`src/rtl/kdi_pkg.sv`:
```
package kdi_pkg;
  localparam int ADDR_W = 2;
  localparam logic [ADDR_W-1:0] OFS_KEYBYTE  = 2'd0;
  localparam logic [ADDR_W-1:0] OFS_DISPBYTE = 2'd1;
  localparam logic [ADDR_W-1:0] OFS_FLAGS    = 2'd2;
  localparam logic [ADDR_W-1:0] OFS_ENABLES  = 2'd3;
  localparam int FLAG_KEY_RDY  = 0;
  localparam int FLAG_DISP_RDY = 1;
  localparam int FLAG_KEY_REQ  = 2;
  localparam int FLAG_DISP_REQ = 3;
  localparam int EN_DISP       = 1;
  localparam int EN_KEY        = 2;
endpackage

```
`src/rtl/kdi_key_in.sv`:
```
module kdi_key_in #(
  parameter int DATA_W = 8
) (
  input  logic              clk,
  input  logic              rst,
  input  logic              key_valid,
  input  logic [DATA_W-1:0] key_data,
  input  logic              rd_take,
  output logic [DATA_W-1:0] byte_q,
  output logic              have_q
);
  always_ff @(posedge clk) begin
    if (rst) begin
      byte_q <= '0;
      have_q <= 1'b0;
    end else if (key_valid) begin
      byte_q <= key_data;
      have_q <= 1'b1;
    end else if (rd_take) begin
      have_q <= 1'b0;
    end
  end

  assert_key_sets_R2: assert property (@(posedge clk) disable iff (rst)
    key_valid |=> have_q);
  assert_key_wins_R4: assert property (@(posedge clk) disable iff (rst)
    key_valid |=> byte_q == $past(key_data));
  assert_take_clears_R3: assert property (@(posedge clk) disable iff (rst)
    (rd_take && !key_valid) |=> !have_q);
endmodule

```
`src/rtl/kdi_disp_out.sv`:
```
module kdi_disp_out #(
  parameter int DATA_W = 8
) (
  input  logic              clk,
  input  logic              rst,
  input  logic              wr_put,
  input  logic [DATA_W-1:0] wr_data,
  input  logic              disp_ready,
  output logic              disp_valid,
  output logic [DATA_W-1:0] disp_data,
  output logic              free_q
);
  always_ff @(posedge clk) begin
    if (rst) begin
      disp_valid <= 1'b0;
      disp_data  <= '0;
      free_q     <= 1'b0;
    end else if (wr_put) begin
      disp_valid <= 1'b1;
      disp_data  <= wr_data;
      free_q     <= 1'b0;
    end else begin
      if (disp_valid && disp_ready) disp_valid <= 1'b0;
      if (!disp_valid && disp_ready) free_q <= 1'b1;
    end
  end

  assert_put_clears_R5: assert property (@(posedge clk) disable iff (rst)
    wr_put |=> (!free_q && disp_valid));
  assert_hold_R5: assert property (@(posedge clk) disable iff (rst)
    (disp_valid && !disp_ready && !wr_put) |=> (disp_valid && $stable(disp_data)));
  assert_no_free_pending_R6: assert property (@(posedge clk) disable iff (rst)
    disp_valid |-> !free_q);
endmodule

```
`src/rtl/kdi_regs.sv`:
```
module kdi_regs
  import kdi_pkg::*;
#(
  parameter int DATA_W = 8
) (
  input  logic              clk,
  input  logic              rst,
  input  logic              cpu_sel,
  input  logic              cpu_we,
  input  logic [ADDR_W-1:0] cpu_addr,
  input  logic [DATA_W-1:0] cpu_wdata,
  input  logic [DATA_W-1:0] key_byte,
  input  logic              key_have,
  input  logic [DATA_W-1:0] disp_byte,
  input  logic              disp_free,
  output logic              rd_take,
  output logic              wr_put,
  output logic [DATA_W-1:0] cpu_rdata,
  output logic              irq
);
  localparam logic [DATA_W-1:0] EN_MASK =
    (DATA_W'(1) << EN_DISP) | (DATA_W'(1) << EN_KEY);

  logic [DATA_W-1:0] en_q;
  logic [DATA_W-1:0] flags;
  logic              key_req, disp_req;

  assign rd_take = cpu_sel && !cpu_we && (cpu_addr == OFS_KEYBYTE);
  assign wr_put  = cpu_sel &&  cpu_we && (cpu_addr == OFS_DISPBYTE);

  always_ff @(posedge clk) begin
    if (rst) en_q <= '0;
    else if (cpu_sel && cpu_we && cpu_addr == OFS_ENABLES)
      en_q <= cpu_wdata & EN_MASK;
  end

  assign key_req  = key_have  && en_q[EN_KEY];
  assign disp_req = disp_free && en_q[EN_DISP];

  always_comb begin
    flags = '0;
    flags[FLAG_KEY_RDY]  = key_have;
    flags[FLAG_DISP_RDY] = disp_free;
    flags[FLAG_KEY_REQ]  = key_req;
    flags[FLAG_DISP_REQ] = disp_req;
  end

  always_comb begin
    case (cpu_addr)
      OFS_KEYBYTE:  cpu_rdata = key_byte;
      OFS_DISPBYTE: cpu_rdata = disp_byte;
      OFS_FLAGS:    cpu_rdata = flags;
      default:      cpu_rdata = en_q;
    endcase
  end

  assign irq = key_req || disp_req;

  assert_quiet_R9: assert property (@(posedge clk) disable iff (rst)
    (!key_have && !disp_free) |-> !irq);
  assert_en_bits_R7: assert property (@(posedge clk) disable iff (rst)
    (en_q & ~EN_MASK) == '0);
endmodule

```
`src/rtl/kbd_disp_if.sv`:
```
module kbd_disp_if
  import kdi_pkg::*;
#(
  parameter int DATA_W = 8
) (
  input  logic                  clk,
  input  logic                  rst,
  input  logic                  cpu_sel,
  input  logic                  cpu_we,
  input  logic [ADDR_W-1:0]     cpu_addr,
  input  logic [DATA_W-1:0]     cpu_wdata,
  output logic [DATA_W-1:0]     cpu_rdata,
  input  logic                  key_valid,
  input  logic [DATA_W-1:0]     key_data,
  output logic                  disp_valid,
  output logic [DATA_W-1:0]     disp_data,
  input  logic                  disp_ready,
  output logic                  irq
);
  logic              rd_take, wr_put, key_have, disp_free;
  logic [DATA_W-1:0] key_byte;

  kdi_key_in #(.DATA_W(DATA_W)) u_key (
    .clk(clk), .rst(rst), .key_valid(key_valid), .key_data(key_data),
    .rd_take(rd_take), .byte_q(key_byte), .have_q(key_have));

  kdi_disp_out #(.DATA_W(DATA_W)) u_disp (
    .clk(clk), .rst(rst), .wr_put(wr_put), .wr_data(cpu_wdata),
    .disp_ready(disp_ready), .disp_valid(disp_valid), .disp_data(disp_data),
    .free_q(disp_free));

  kdi_regs #(.DATA_W(DATA_W)) u_regs (
    .clk(clk), .rst(rst), .cpu_sel(cpu_sel), .cpu_we(cpu_we),
    .cpu_addr(cpu_addr), .cpu_wdata(cpu_wdata), .key_byte(key_byte),
    .key_have(key_have), .disp_byte(disp_data), .disp_free(disp_free),
    .rd_take(rd_take), .wr_put(wr_put), .cpu_rdata(cpu_rdata), .irq(irq));

  assert_reset_quiet_R1: assert property (@(posedge clk)
    rst |=> (!disp_valid && !irq));
endmodule

```
`config.mk`:
```
export PLATFORM = sky130hd
export DESIGN_NAME = kbd_disp_if
export DESIGN_NICKNAME = d
export VERILOG_FILES = /design/src/rtl/kdi_pkg.sv /design/src/rtl/kdi_key_in.sv /design/src/rtl/kdi_disp_out.sv /design/src/rtl/kdi_regs.sv /design/src/rtl/kbd_disp_if.sv
export SDC_FILE = /design/constraint.sdc
export NUM_CORES = 1
export LEC_CHECK = 0
export BUFFER_PORTS_ARGS = -buffer_cell sky130_fd_sc_hd__buf_2
export CORE_UTILIZATION = 40
export DETAILED_ROUTE_END_ITERATION = 8
export PLACE_DENSITY = 0.69
export SLEW_MARGIN = 15
export SYNTH_ARGS = -nofsm -noshare
export SYNTH_HDL_FRONTEND = slang
export SYNTH_SLANG_ARGS = --single-unit
```
`constraint.sdc`:
```
create_clock -name clk -period 0.95 [get_ports clk]
set_input_delay 0 -clock clk [delete_from_list [all_inputs] [get_ports clk]]
set_output_delay 0 -clock clk [all_outputs]
set_load 0.05 [all_outputs]
```
; Word-level counts from Yosys, hierarchy flattened
; Cells that the tools add are included.
[op_classes]
n_eq_ne = 3
mux = 5
n_reduce_logical = 16
[ops]
columns = operator, count
row1 = 8-bit one-hot mux with 3 select lines, 1
row2 = 1-bit logical AND, 9
row3 = 2-bit equality test (second input constant), 2
row4 = 1-bit two-way mux, 4
row5 = 2-bit nonzero test, 2
row6 = 2-bit by 1-bit equality test with 1-bit output (second input constant), 1
row7 = 1-bit logical NOT, 2
row8 = 2-bit logical NOT, 1
row9 = 2-bit OR reduction, 1
row10 = 1-bit logical OR, 1
[totals]
ff_bits = 21
in_bits = 24
out_inout_bits = 18

; Longest topological paths before layout
; Gate-level depths: netlist of run 1.
[depth]
word_depth = 5
mapped_depth = 4
ltp_nobuf = 2

; Modules after synthesis
; A second synthesis of run 1 with hierarchy kept.
[hier_totals]
hier_cells = 98
area_unflattened_um2 = 974.7
[by_module_without_submodules]
columns = mod, n_inst, cells_each, area_each_um2, seq_area_each_um2
row1 = kdi_disp_out, 1, 34, 359.1, 200.2
row2 = kdi_key_in, 1, 30, 321.6, 180.2
row3 = kdi_regs, 1, 34, 294.0, 40.0

; Least setup slack after synthesis of run 1
; No wires, ideal clock.
[synth_path]
path_type = register to output
from = reg u_key.byte_q[3]
to = out cpu_rdata[3]
arrival_time_ps = 2196
required_ps = 950
path_slack_ps = -1246
stages_incl_launch_ff = 3
n_path_buf = 0
path_cell_list = dfxtp_1 > inv_1 > o311ai_0
[synth_via]
elab_chain_len = 1
[synth_rtl]
columns = element, line_no
row1 = from (decl), kdi_key_in.sv:9  ; output logic [DATA_W-1:0] byte_q,
row2 = from (signal assigned), kdi_key_in.sv:17  ; byte_q <= key_data;
row3 = 8-bit one-hot mux with 3 select lines, kdi_regs.sv:49  ; case (cpu_addr)
row4 = to (decl), kbd_disp_if.sv:12  ; output logic [DATA_W-1:0] cpu_rdata,
; No other way between the ends.

; Worst setup path in the final report of run 1
[layout_path]
from = reg u_regs.en_q[1]
to = out cpu_rdata[1]
[layout_via]
elab_chain_len = 1
[layout_rtl]
columns = element, line_no
row1 = from (decl), kdi_regs.sv:24  ; logic [DATA_W-1:0] en_q;
row2 = from (signal assigned), kdi_regs.sv:34  ; en_q <= cpu_wdata & EN_MASK;
row3 = 8-bit one-hot mux with 3 select lines, kdi_regs.sv:49
; No other way between the ends.

==> key figures, run 1 <==
Run status
  • Run status: complete, but fails checks
  • Failing checks: negative setup slack

STA
  • Setup ws final: -353 ps
  • Final hold violations: 0
  • Max Slew Vio Count: 0
  • Crit path time final: 1300 ps
  • Clk_skew: 0.720 ps
  • Unrepaired setup endpoints after global routing: yes
  • Tcrit/Tclk final: 1.37
  • Fmax: 0.768 GHz
  • Setup violators final: 9
  • Worst-Margin Slew: 344 ps
  • Slew headroom: 0.771
  • Min Hold Slack: 4.41 ps

Synthesis
  • Post-synthesis cell type count: 23
  • Synthesized instance count: 104
  • Syn Area/Cell: 10.0 sq um
  • Sequential area share after synthesis: 0.404
  • Yosys Warn Count: 0
  • Post-synth net total: 128
  • Flip-flop and latch count after synthesis: 21
  • Mapped Area: 1040 sq um

Routing
  • Initial DRT Pass Iterations: 4
  • Routed length per instance: 13.5 um
  • Post-Route WL: 2740 um
  • Via count: 980
  • Vias per cell: 4.83
  • First DRT Iteration DRCs: 9
  • Antenna-violating nets left: 0
  • Residual DRC count: 0

Job
  • Max cap viols: 0

Clock tree
  • Worst-skew pair later-pin latency: 290 ps
  • Root Driver: clkbuf_4
  • CTS max path bufs: 2
  • TritonCTS clock tree: done
  • CTS Sinks: 21
  • Cts bufs inserted: 3
  • H-tree depth: 1
  • CTS clk-pin slew, worst paths: 120 ps

Worst hold path
  • Worst hold path class: primary input to flop

GRT
  • Vias in the first global route: 982
  • Pin count of the biggest net entering global routing: 26
  • Grt ovf: 0
  • Global-route wire length before repair: 4160 um
  • Global Route Usage Sum: 0.210
  • Initial antenna violation count: 0

Die
  • Core area: 2480 sq um
  • Placement row count: 18
  • I/O pin count: 42
  • Die X-Extent: 53.0 um
  • Initial Util: 0.420
  • Die ar.: 2810 sq um
  • Die H: 53.0 um

Worst setup path
  • Worst setup EP type: output port
  • CP Max Fanout: 3
  • Critical Path Source Type: flop
  • Crit path DAT: 1300 ps
  • Worst setup path category: flop to output port
  • R2R setup slack: 200 ps
  • CP required: 950 ps

Layout
  • Commonest non-fill, non-tap cell in the layout: buf_2
  • Nets: 198
  • Commonest non-fill, non-tap cells in the layout: buf_2, nand2b_1, mux2i_1
  • Layout cells sized above 1: 0.555
  • Syn-to-layout area delta: 83.6%
  • Final instance area: 1910 sq um
  • Ant. Diodes: 0

Place
  • Placed Area: 1420 sq um
  • Routability Congestion: 0.698
  • Post-DP HPWL: 1770 um
  • Pre-CTS setup slack: -47.5 ps
  • IO buf count: 41

Pwr
  • Sw power: 0.546 mW
  • Leak: 0.807 nW
  • Clock share of power: 0.225
  • Pwr/cell area: 990 nW/um^2
  • Switching share of power: 0.289
  • Total power: 1.89 mW
  • Sequential power share: 0.502
  • Worst vdd ir: 0.798 mV
  • Combinational Power Share: 0.273
  • Pint: 1.35 mW
## worst max-delay path, stage by stage, from the launching register on
cell and delay (ps):
dfxtp_2 350, mux4_2 480, buf_6 170
## stage by stage
| stage | TNS, ps | util | instances |
|---|---|---|---|
| 2_1_floorplan | -151 | - | 104 |
| 3_3_place_gp | -32.9 | 0.572 | 177 |
| 3_5_place_dp | -68.2 | 0.572 | 177 |
| 4_1_cts | -1420 | 0.736 | 203 |
| 5_1_grt | -1820 | 0.771 | 203 |
| 6_report | -1250 | 0.771 | 203 |
## layer usage
layer / track usage / wire, um / vias to the layer above
li1: - / - / 496
met1: 0.217 / 1060 / 456
met2: 0.407 / 1570 / 26
met3: 0.0402 / 92 / 2
met4: 0.0789 / 14 / 0
met5: 0 / 0 / -
## synthesized netlist by cell type (all sizes together)
cell / number / area (sq um)
a211oi: 1 / 12.5
a22o: 1 / 8.76
and4b: 1 / 10.0
buf: 6 / 45.0
clkbuf: 2 / 7.51
dfxtp: 21 / 420
inv: 3 / 11.3
mux2i: 25 / 250
mux4: 1 / 26.3
nand2: 1 / 3.75
nand2b: 20 / 125
nand3b: 1 / 7.51
nand4: 1 / 6.26
nand4b: 1 / 8.76
nor2: 12 / 45.0
nor2b: 1 / 6.26
nor4b: 1 / 8.76
o21ai: 1 / 5.00
o21ba: 1 / 10.0
o22ai: 2 / 12.5
o311ai: 1 / 8.76
## final cells by class
cell class	count	area, sq um
Timing Repair Buffer	73	657
Clock buffer	4	26.3
Fill cell	181	568
Multi-Input combinational cell	72	714
Inverter	3	11.3
Sequential cell	21	463
Tap cell	30	37.5
## kinds of logic (layout without fill, tap and decap cells)
logic type	count (synthesis)	count (layout)	synth area share
buffers and inverters	11	80	0.0614
AOI/OAI and AO/OA	7	7	0.0553
muxes	26	26	0.266
and+or+nand+nor	39	39	0.213
DFF	21	21	0.404
## what timing repair did
action                                  CTS  global route
hold endpoints to repair                 18             0
hold buffers                             17             0
resized for setup                        54            22
endpoints found under the setup margin   12            15
pin swaps                                 3             3
buffers inserted                          5             0
## power by group through the flow
stage               sequential, mW  clock (mW)  combinational (mW)
finish                       0.949       0.425               0.517
global route                 0.955       0.497               0.551
CTS                          0.949       0.446               0.495
detailed placement           0.958           0               0.379
global placement             0.956           0               0.372
floorplan                    0.981           0               0.235
## worst paths after layout
path	cells past startpoint	end	start
worst min-delay path	3	u_key.have_q	cpu_we
worst max-delay path	2	cpu_rdata[1]	u_regs.en_q[1]
worst min register to register	2	u_key.byte_q[1]	u_key.byte_q[1]
worst max register to register	2	u_disp.free_q	u_disp.disp_valid
## sequential cells by signal, summed over array words and instances, names as in the netlist
signal and count:
u_disp.disp_data 8, u_key.byte_q 8, u_regs.en_q 2, u_disp.disp_valid 1
u_disp.free_q 1, u_key.have_q 1
(Power assumes the default switching activity.)
==> run 2, diff against run 1 <==
--- a/config.mk
+++ b/config.mk
@@ -8,2 +8,3 @@
 export BUFFER_PORTS_ARGS = -buffer_cell sky130_fd_sc_hd__buf_2
+export CORE_MARGIN = 2
 export CORE_UTILIZATION = 40
--- a/constraint.sdc
+++ b/constraint.sdc
@@ -3,2 +3,2 @@
 set_output_delay 0 -clock clk [all_outputs]
-set_load 0.05 [all_outputs]
+set_load 0.1 [all_outputs]
==> run 2 against run 1 <==
  * The run still ends with negative setup slack left
  * Largest power group unchanged
  * First-iteration DRC count grew 56%
  * Clock-buffer cell count shrank 1
  * Highest routed layer unchanged
  * Clock skew grew 0.75 ps
==> key figures, run 2 (synthesis results as in run 1) <==
Worst setup path
  • R2R setup slack: 110 ps (-90 ps)
  • Worst path cell trace: mux4_2, buf_6
  • Worst setup path category: flop to output port
  • Top Family by Delay on Critical Path: multiplexers
  • CP required: 950 ps (about the same)
  • Reg2reg path depth: 4 (+2)
  • Worst setup EP type: output port
  • CP Max Fanout: 2 (-1)
  • Crit path DAT: 1320 ps (+20 ps)
  • Slowest cell on crit path: mux4_2
  • Crit path buf inv count: 1 (unchanged)
  • Worst r2r src: u_disp.disp_data[2]
  • Critical Path Source Type: flop
  • R2R Path End: u_disp.disp_data[2]
  • Slowest stage delay, CP: 460 ps (-20 ps)

STA
  • Clk_skew: 1.47 ps (+0.748 ps)
  • Final hold violations: 0 (unchanged)
  • Fmax: 0.759 GHz (-1.1%)
  • Worst-Margin Slew: 432 ps (+87.9 ps)
  • Slew headroom: 0.712 (-0.0586)
  • Setup ws final: -368 ps (-14.7 ps)
  • Unrepaired setup endpoints after global routing: yes
  • Crit path time final: 1320 ps (+14.7 ps)
  • Setup violators final: 11 (+2)
  • Max Slew Vio Count: 0 (unchanged)
  • Min Hold Slack: 33.6 ps (+29.2 ps)
  • Tcrit/Tclk final: 1.39 (+0.0154)

Pwr
  • Pwr/cell area: 970 nW/um^2 (-2.0%)
  • Worst vdd ir: 0.773 mV (-3.2%)
  • Total power: 2.01 mW (+6.5%)
  • Leak: 0.862 nW (+6.8%)

Routing
  • Via count: 1,018 (+3.9%)
  • Vias per cell: 4.94 (+2.4%)
  • Antenna-violating nets left: 0 (unchanged)
  • Post-Route WL: 2910 um (+6.3%)
  • First DRT Iteration DRCs: 14 (+5)
  • Residual DRC count: 0 (unchanged)
  • Routed length per instance: 14.1 um (+4.8%)
  • Initial DRT Pass Iterations: 4 (unchanged)

Die
  • Die X-Extent: 55.0 um (+3.8%)
  • Die ar.: 3020 sq um (+7.7%)
  • Placement row count: 18 (unchanged)
  • Die H: 55.0 um (+3.8%)
  • I/O pin count: 42 (unchanged)
  • Initial Util: 0.420 (unchanged)
  • Core area: 2480 sq um (unchanged)

Clock tree
  • CTS clk-pin slew, worst paths: 120 ps (about the same)
  • CTS max path bufs: 2 (unchanged)
  • CTS Sinks: 21 (unchanged)
  • Cts bufs inserted: 3 (unchanged)
  • Worst-skew pair later-pin latency: 300 ps (about the same)
  • H-tree depth: 1 (unchanged)
  • TritonCTS clock tree: done
  • Root Driver: clkbuf_4

GRT
  • Global Route Usage Sum: 0.219 (+0.00898)
  • Global-route wire length before repair: 4670 um (+12%)
  • Vias in the first global route: 1,023 (+4.2%)
  • Pin count of the biggest net entering global routing: 30 (+15%)
  • Grt ovf: 0 (unchanged)
  • Initial antenna violation count: 0 (unchanged)

Place
  • Routability Congestion: 0.697 (-0.13%)
  • Placed Area: 1710 sq um (+21%)
  • IO buf count: 41 (unchanged)
  • Post-DP HPWL: 2030 um (+14%)
  • Placed Cells: 178 (+0.56%)

Worst hold path
  • Hold Startpoint: cpu_we
  • Hold Path Stages: 3 (unchanged)
  • Worst hold path class: primary input to flop
  • Worst Hold Path EP: u_key.have_q

Layout
  • Commonest non-fill, non-tap cell in the layout: buf_2
  • Layout cells sized above 1: 0.568 (+0.0133)
  • Final instance area: 2080 sq um (+8.7%)
  • Commonest non-fill, non-tap cells in the layout: buf_2, nand2b_1, mux2i_1, buf_12, dlygate4sd3_1
  • Largest regs: u_disp.disp_data: 8 flops, u_key.byte_q: 8 flops, u_regs.en_q: 2 flops
  • Fin cells: 206 (+1.5%)
  • Syn-to-layout area delta: 99.6%
  • Nets: 201 (+1.5%)
  • Ant. Diodes: 0 (unchanged)

Run status
  • Failing checks: negative setup slack
  • Run status: complete, but fails checks

Job
  • Max cap viols: 0 (unchanged)
run 2: changes by cell type in the layout (fill, tap and decap cells not counted), sizes merged:
cell	change
buf	+3
clkinv	+1
clkbuf	-1
run 2: through the flow:
stage	setup TNS, ps	util	setup slack [ps]
floorplan	-2110	-	-352
global placement	-102	0.692	-102
detailed placement	-108	0.692	-108
CTS	-1890	0.826	-383
global route	-2410	0.838	-419
finish	-1630	0.838	-368
run 2: per-layer routing:
layer	GRT usage	share of wire	vias up	routed length [um]
met4	0.0488	0.012	0	34
met5	0	0	-	0
met2	0.399	0.53	32	1550
met3	0.0538	0.055	6	160
met1	0.257	0.40	482	1170
li1	-	-	498	-
run 2: cell type report:
cell class,instances,area [sq um]
Clock buffer,3,22.5
Clock inverter,1,5.00
Fill cell,141,402
Inverter,3,11.3
Multi-Input combinational cell,72,723
Sequential cell,21,469
Tap cell,30,37.5
Timing Repair Buffer,76,807
run 2: how the worst max path moves through the flow:
stage | from | to | cells past startpoint
after floorplan | u_disp.disp_data[2] | cpu_rdata[2] | 2
after global placement | u_disp.disp_data[1] | cpu_rdata[1] | 2
after detailed placement | u_disp.disp_data[1] | cpu_rdata[1] | 2
after CTS | u_disp.disp_data[1] | cpu_rdata[1] | 2
after global routing | u_disp.disp_data[1] | cpu_rdata[1] | 2
final | u_disp.disp_data[1] | cpu_rdata[1] | 2
run 2: report_power, final:
group | internal [mW] | leakage (nW) | total, mW | switching [mW]
combinational | 0.307 | 0.662 | 0.654 | 0.347
sequential | 0.903 | 0.183 | 0.942 | 0.0381
clock | 0.157 | 0.0177 | 0.419 | 0.262
run 2: repair_timing:
| action | CTS | global route |
|---|---|---|
| cloned | 0 | 0 |
| gates resized for setup | 26 | 5 |
| endpoints found under the setup margin | 10 | 16 |
| setup buffers | 6 | 2 |
| hold buffers | 17 | 0 |
| endpoints found under the hold margin | 18 | 0 |
| pin swaps | 8 | 2 |
run 2: worst reg2reg max path, stage by stage, from the launching register on:
cell	delay [ps]
dfxtp_4	370
buf_6	120
buf_4	120
nand2b_1	60
mux2i_1	70
==> run 3, diff against run 2 <==
PLACE_DENSITY = 0.7   (was 0.69)
SYNTH_HIERARCHICAL = 1   (was unset)
==> run 3 against run 2 <==
  * The flow still finishes with violations (negative setup slack)
  * Worst setup slack lost 51 ps
  * Non-clock buffer count shrank 1
  * Clock skew is essentially flat
  * Clock-buffer cell count grew 1
  * Register-to-register slack lost 70 ps
  * Fmax shrank 3.7%
  * Critical path type unchanged
  * Final cell count shrank 3.9%
  * Critical path depth is the same
  * First-iteration DRC count is the same
  * Area after synthesis shrank 6.3%
  * Highest routed layer unchanged
==> key figures, run 3 <==
Run status
  • Run status: complete, but fails checks
  • Failing checks: negative setup slack

Die
  • Die H: 53.4 um (-2.9%)
  • I/O pin count: 42 (unchanged)
  • Initial Util: 0.432 (+0.0126)
  • Die ar.: 2850 sq um (-5.8%)
  • Die X-Extent: 53.4 um (-2.9%)
  • Placement row count: 17 (-1)
  • Core area: 2250 sq um (-9.0%)

Place
  • Pre-CTS setup slack: -135 ps (-26.5 ps)
  • IO buf count: 41 (unchanged)
  • Routability Congestion: 0.816 (+17%)
  • Placed Area: 1620 sq um (-5.3%)
  • Post-DP HPWL: 1990 um (-2.2%)

Clock tree
  • Root Driver: clkbuf_4
  • H-tree depth: 1 (unchanged)
  • CTS clk-pin slew, worst paths: 120 ps (about the same)
  • CTS Sinks: 21 (unchanged)
  • CTS max path bufs: 2 (unchanged)
  • Worst-skew pair later-pin latency: 320 ps (+20 ps)
  • Cts bufs inserted: 3 (unchanged)
  • TritonCTS clock tree: done

Synthesis
  • Most instantiated cells after synthesis: nor2_1, mux2i_1, dfxtp_1, buf_6, inv_1
  • Synth area leader: dfxtp_1
  • Synthesized instance count: 98 (-5.8%)
  • Most common cell in the netlist: nor2_1
  • Synth Area in XOR/XNOR: 0 (unchanged)
  • Mapped Area: 975 sq um (-6.3%)
  • Synth Area in Adders: 0 (unchanged)
  • Synth Flop Type: dfxtp_1
  • Mux cell area share after synthesis: 0.259 (-0.00664)
  • Sequential area share after synthesis: 0.431 (+0.0270)
  • Simple-gate share of the synthesized area: 0.173 (-0.0397)
  • Flip-flop and latch count after synthesis: 21 (unchanged)
  • Post-synth net total: 122 (-4.7%)
  • Yosys Warn Count: 6 (+6)
  • Top cells by area, synth: dfxtp_1, mux2i_1, nor2_1, buf_6, mux4_2
  • Number of synthesized flops with an enable pin: 0 (unchanged)
  • Syn Area/Cell: 9.95 sq um (-0.52%)
  • Post-synth ARST share: 0 (unchanged)
  • Largest family of logic cells by synthesized area: multiplexers
  • Compound-gate portion of the synthesized area: 0.0603 (+0.00498)
  • Post-synthesis cell type count: 23 (unchanged)
  • Synth top area share: 0.431 (+0.0270)

Routing
  • Residual DRC count: 0 (unchanged)
  • First DRT Iteration DRCs: 14 (unchanged)
  • Routed length per instance: 17.7 um (+25%)
  • Vias per cell: 5.12 (+3.6%)
  • Post-Route WL: 3500 um (+20%)
  • Initial DRT Pass Iterations: 4 (unchanged)
  • Antenna-violating nets left: 0 (unchanged)
  • Via count: 1,014 (-0.39%)

STA
  • Slew headroom: 0.739 (+0.0264)
  • Final hold violations: 0 (unchanged)
  • Fmax: 0.731 GHz (-3.7%)
  • Worst-Margin Slew: 392 ps (-39.6 ps)
  • Tcrit/Tclk final: 1.44 (+0.0539)
  • Crit path time final: 1370 ps (+51.2 ps)
  • Clk_skew: 1.21 ps (-0.262 ps)
  • Setup ws final: -419 ps (-51.2 ps)
  • Min Hold Slack: 70.4 ps (+36.8 ps)
  • Unrepaired setup endpoints after global routing: yes
  • Setup violators final: 14 (+3)
  • Max Slew Vio Count: 0 (unchanged)

Worst setup path
  • Crit path DAT: 1370 ps (+50 ps)
  • Worst setup EP type: output port
  • CP required: 950 ps (about the same)
  • Worst setup path category: flop to output port
  • Reg2reg path depth: 4 (unchanged)
  • CP Max Fanout: 2 (unchanged)
  • Critical Path Source Type: flop

Layout
  • Ant. Diodes: 0 (unchanged)
  • Syn-to-layout area delta: 101%
  • Post-Route Utilization: 0.870 (+0.0323)
  • Nets: 195 (-3.0%)
  • Largest regs: u_disp/disp_data: 8 flops, u_key/byte_q: 8 flops, u_regs/en_q: 2 flops
  • Layout cells sized above 1: 0.571 (+0.00241)
  • Commonest non-fill, non-tap cell in the layout: buf_2
  • Commonest non-fill, non-tap cells in the layout: buf_2, nor2_1, mux2i_1
  • Final instance area: 1960 sq um (-5.5%)

GRT
  • Vias in the first global route: 1,054 (+3.0%)
  • Grt ovf: 0 (unchanged)
  • Initial antenna violation count: 0 (unchanged)
  • Pin count of the biggest net entering global routing: 22 (-27%)
  • Global Route Usage Sum: 0.269 (+0.0499)
  • Global-route wire length before repair: 5240 um (+12%)

Pwr
  • Leak: 0.814 nW (-5.6%)
  • Worst vdd ir: 1.41 mV (+83%)
  • Total power: 2.04 mW (+1.4%)
  • Pwr/cell area: 1040 nW/um^2 (+7.3%)

Worst hold path
  • Worst hold path class: primary input to flop
  • Hold Path Stages: 2 (-1)

Job
  • Max cap viols: 0 (unchanged)
run 3: cell count changes in the layout (fill, tap and decap cells not counted), sizes merged, moves of 2 or more:
cell	before	now
nor2	12	24
mux2i	25	23
nand2b	20	2
a21oi	0	2
o22ai	2	0
run 3: per-layer routing:
metal / track usage / part of all wire / vias to the layer above
li1: - / - / 480
met1: 0.315 / 0.40 / 486
met2: 0.471 / 0.54 / 40
met3: 0.0226 / 0.033 / 8
met4: 0.154 / 0.029 / 0
met5: 0 / 0 / -
run 3: worst paths after layout:
path	to	slack [ps]	start
max	cpu_rdata[1]	-420	u_disp/disp_data[1]
max reg2reg	u_disp/disp_data[7]	40	u_disp/disp_data[7]
min reg2reg	u_key/byte_q[2]	510	u_key/byte_q[2]
min	u_disp/disp_data[2]	70	rst
run 3: area by class of cell:
| type | count | area, sq um |
|---|---|---|
| Fill cell | 120 | 293 |
| Sequential cell | 21 | 469 |
| Tap cell | 28 | 35.0 |
| Inverter | 3 | 11.3 |
| Clock buffer | 4 | 26.3 |
| Timing Repair Buffer | 75 | 779 |
| Multi-Input combinational cell | 67 | 641 |
run 3: kinds of logic (layout without fill, tap and decap cells):
group,Yosys count,after routing
AND/OR/NAND/NOR,34,34
multiplexers,24,24
flip-flops,21,21
buffers and inverters,10,82
AO/OA/AOI/OAI,9,9
run 3: metrics by stage:
| stage | setup TNS [ps] | instances |
|---|---|---|
| finish | -2220 | 198 |
| global route | -2760 | 198 |
| CTS | -1950 | 195 |
| detailed placement | -526 | 171 |
| global placement | -398 | 171 |
| floorplan | -2100 | 98 |
run 3: report_power, final:
part	total [mW]	internal (mW)	leakage (nW)	switching, mW
sequential	0.939	0.899	0.182	0.0399
combinational	0.659	0.295	0.616	0.365
clock	0.444	0.164	0.0150	0.280
run 3: what timing repair did:
action	in CTS	in global routing
hold buffers	17	0
setup buffers	3	3
setup endpoints to repair	10	13
endpoints found under the hold margin	19	0
resized for setup	22	2
pin swaps	7	0
run 3: worst max-delay path: stages (launching register included):
cell and delay [ps]:
dfxtp_4 360, mux4_2 480, buf_6 200
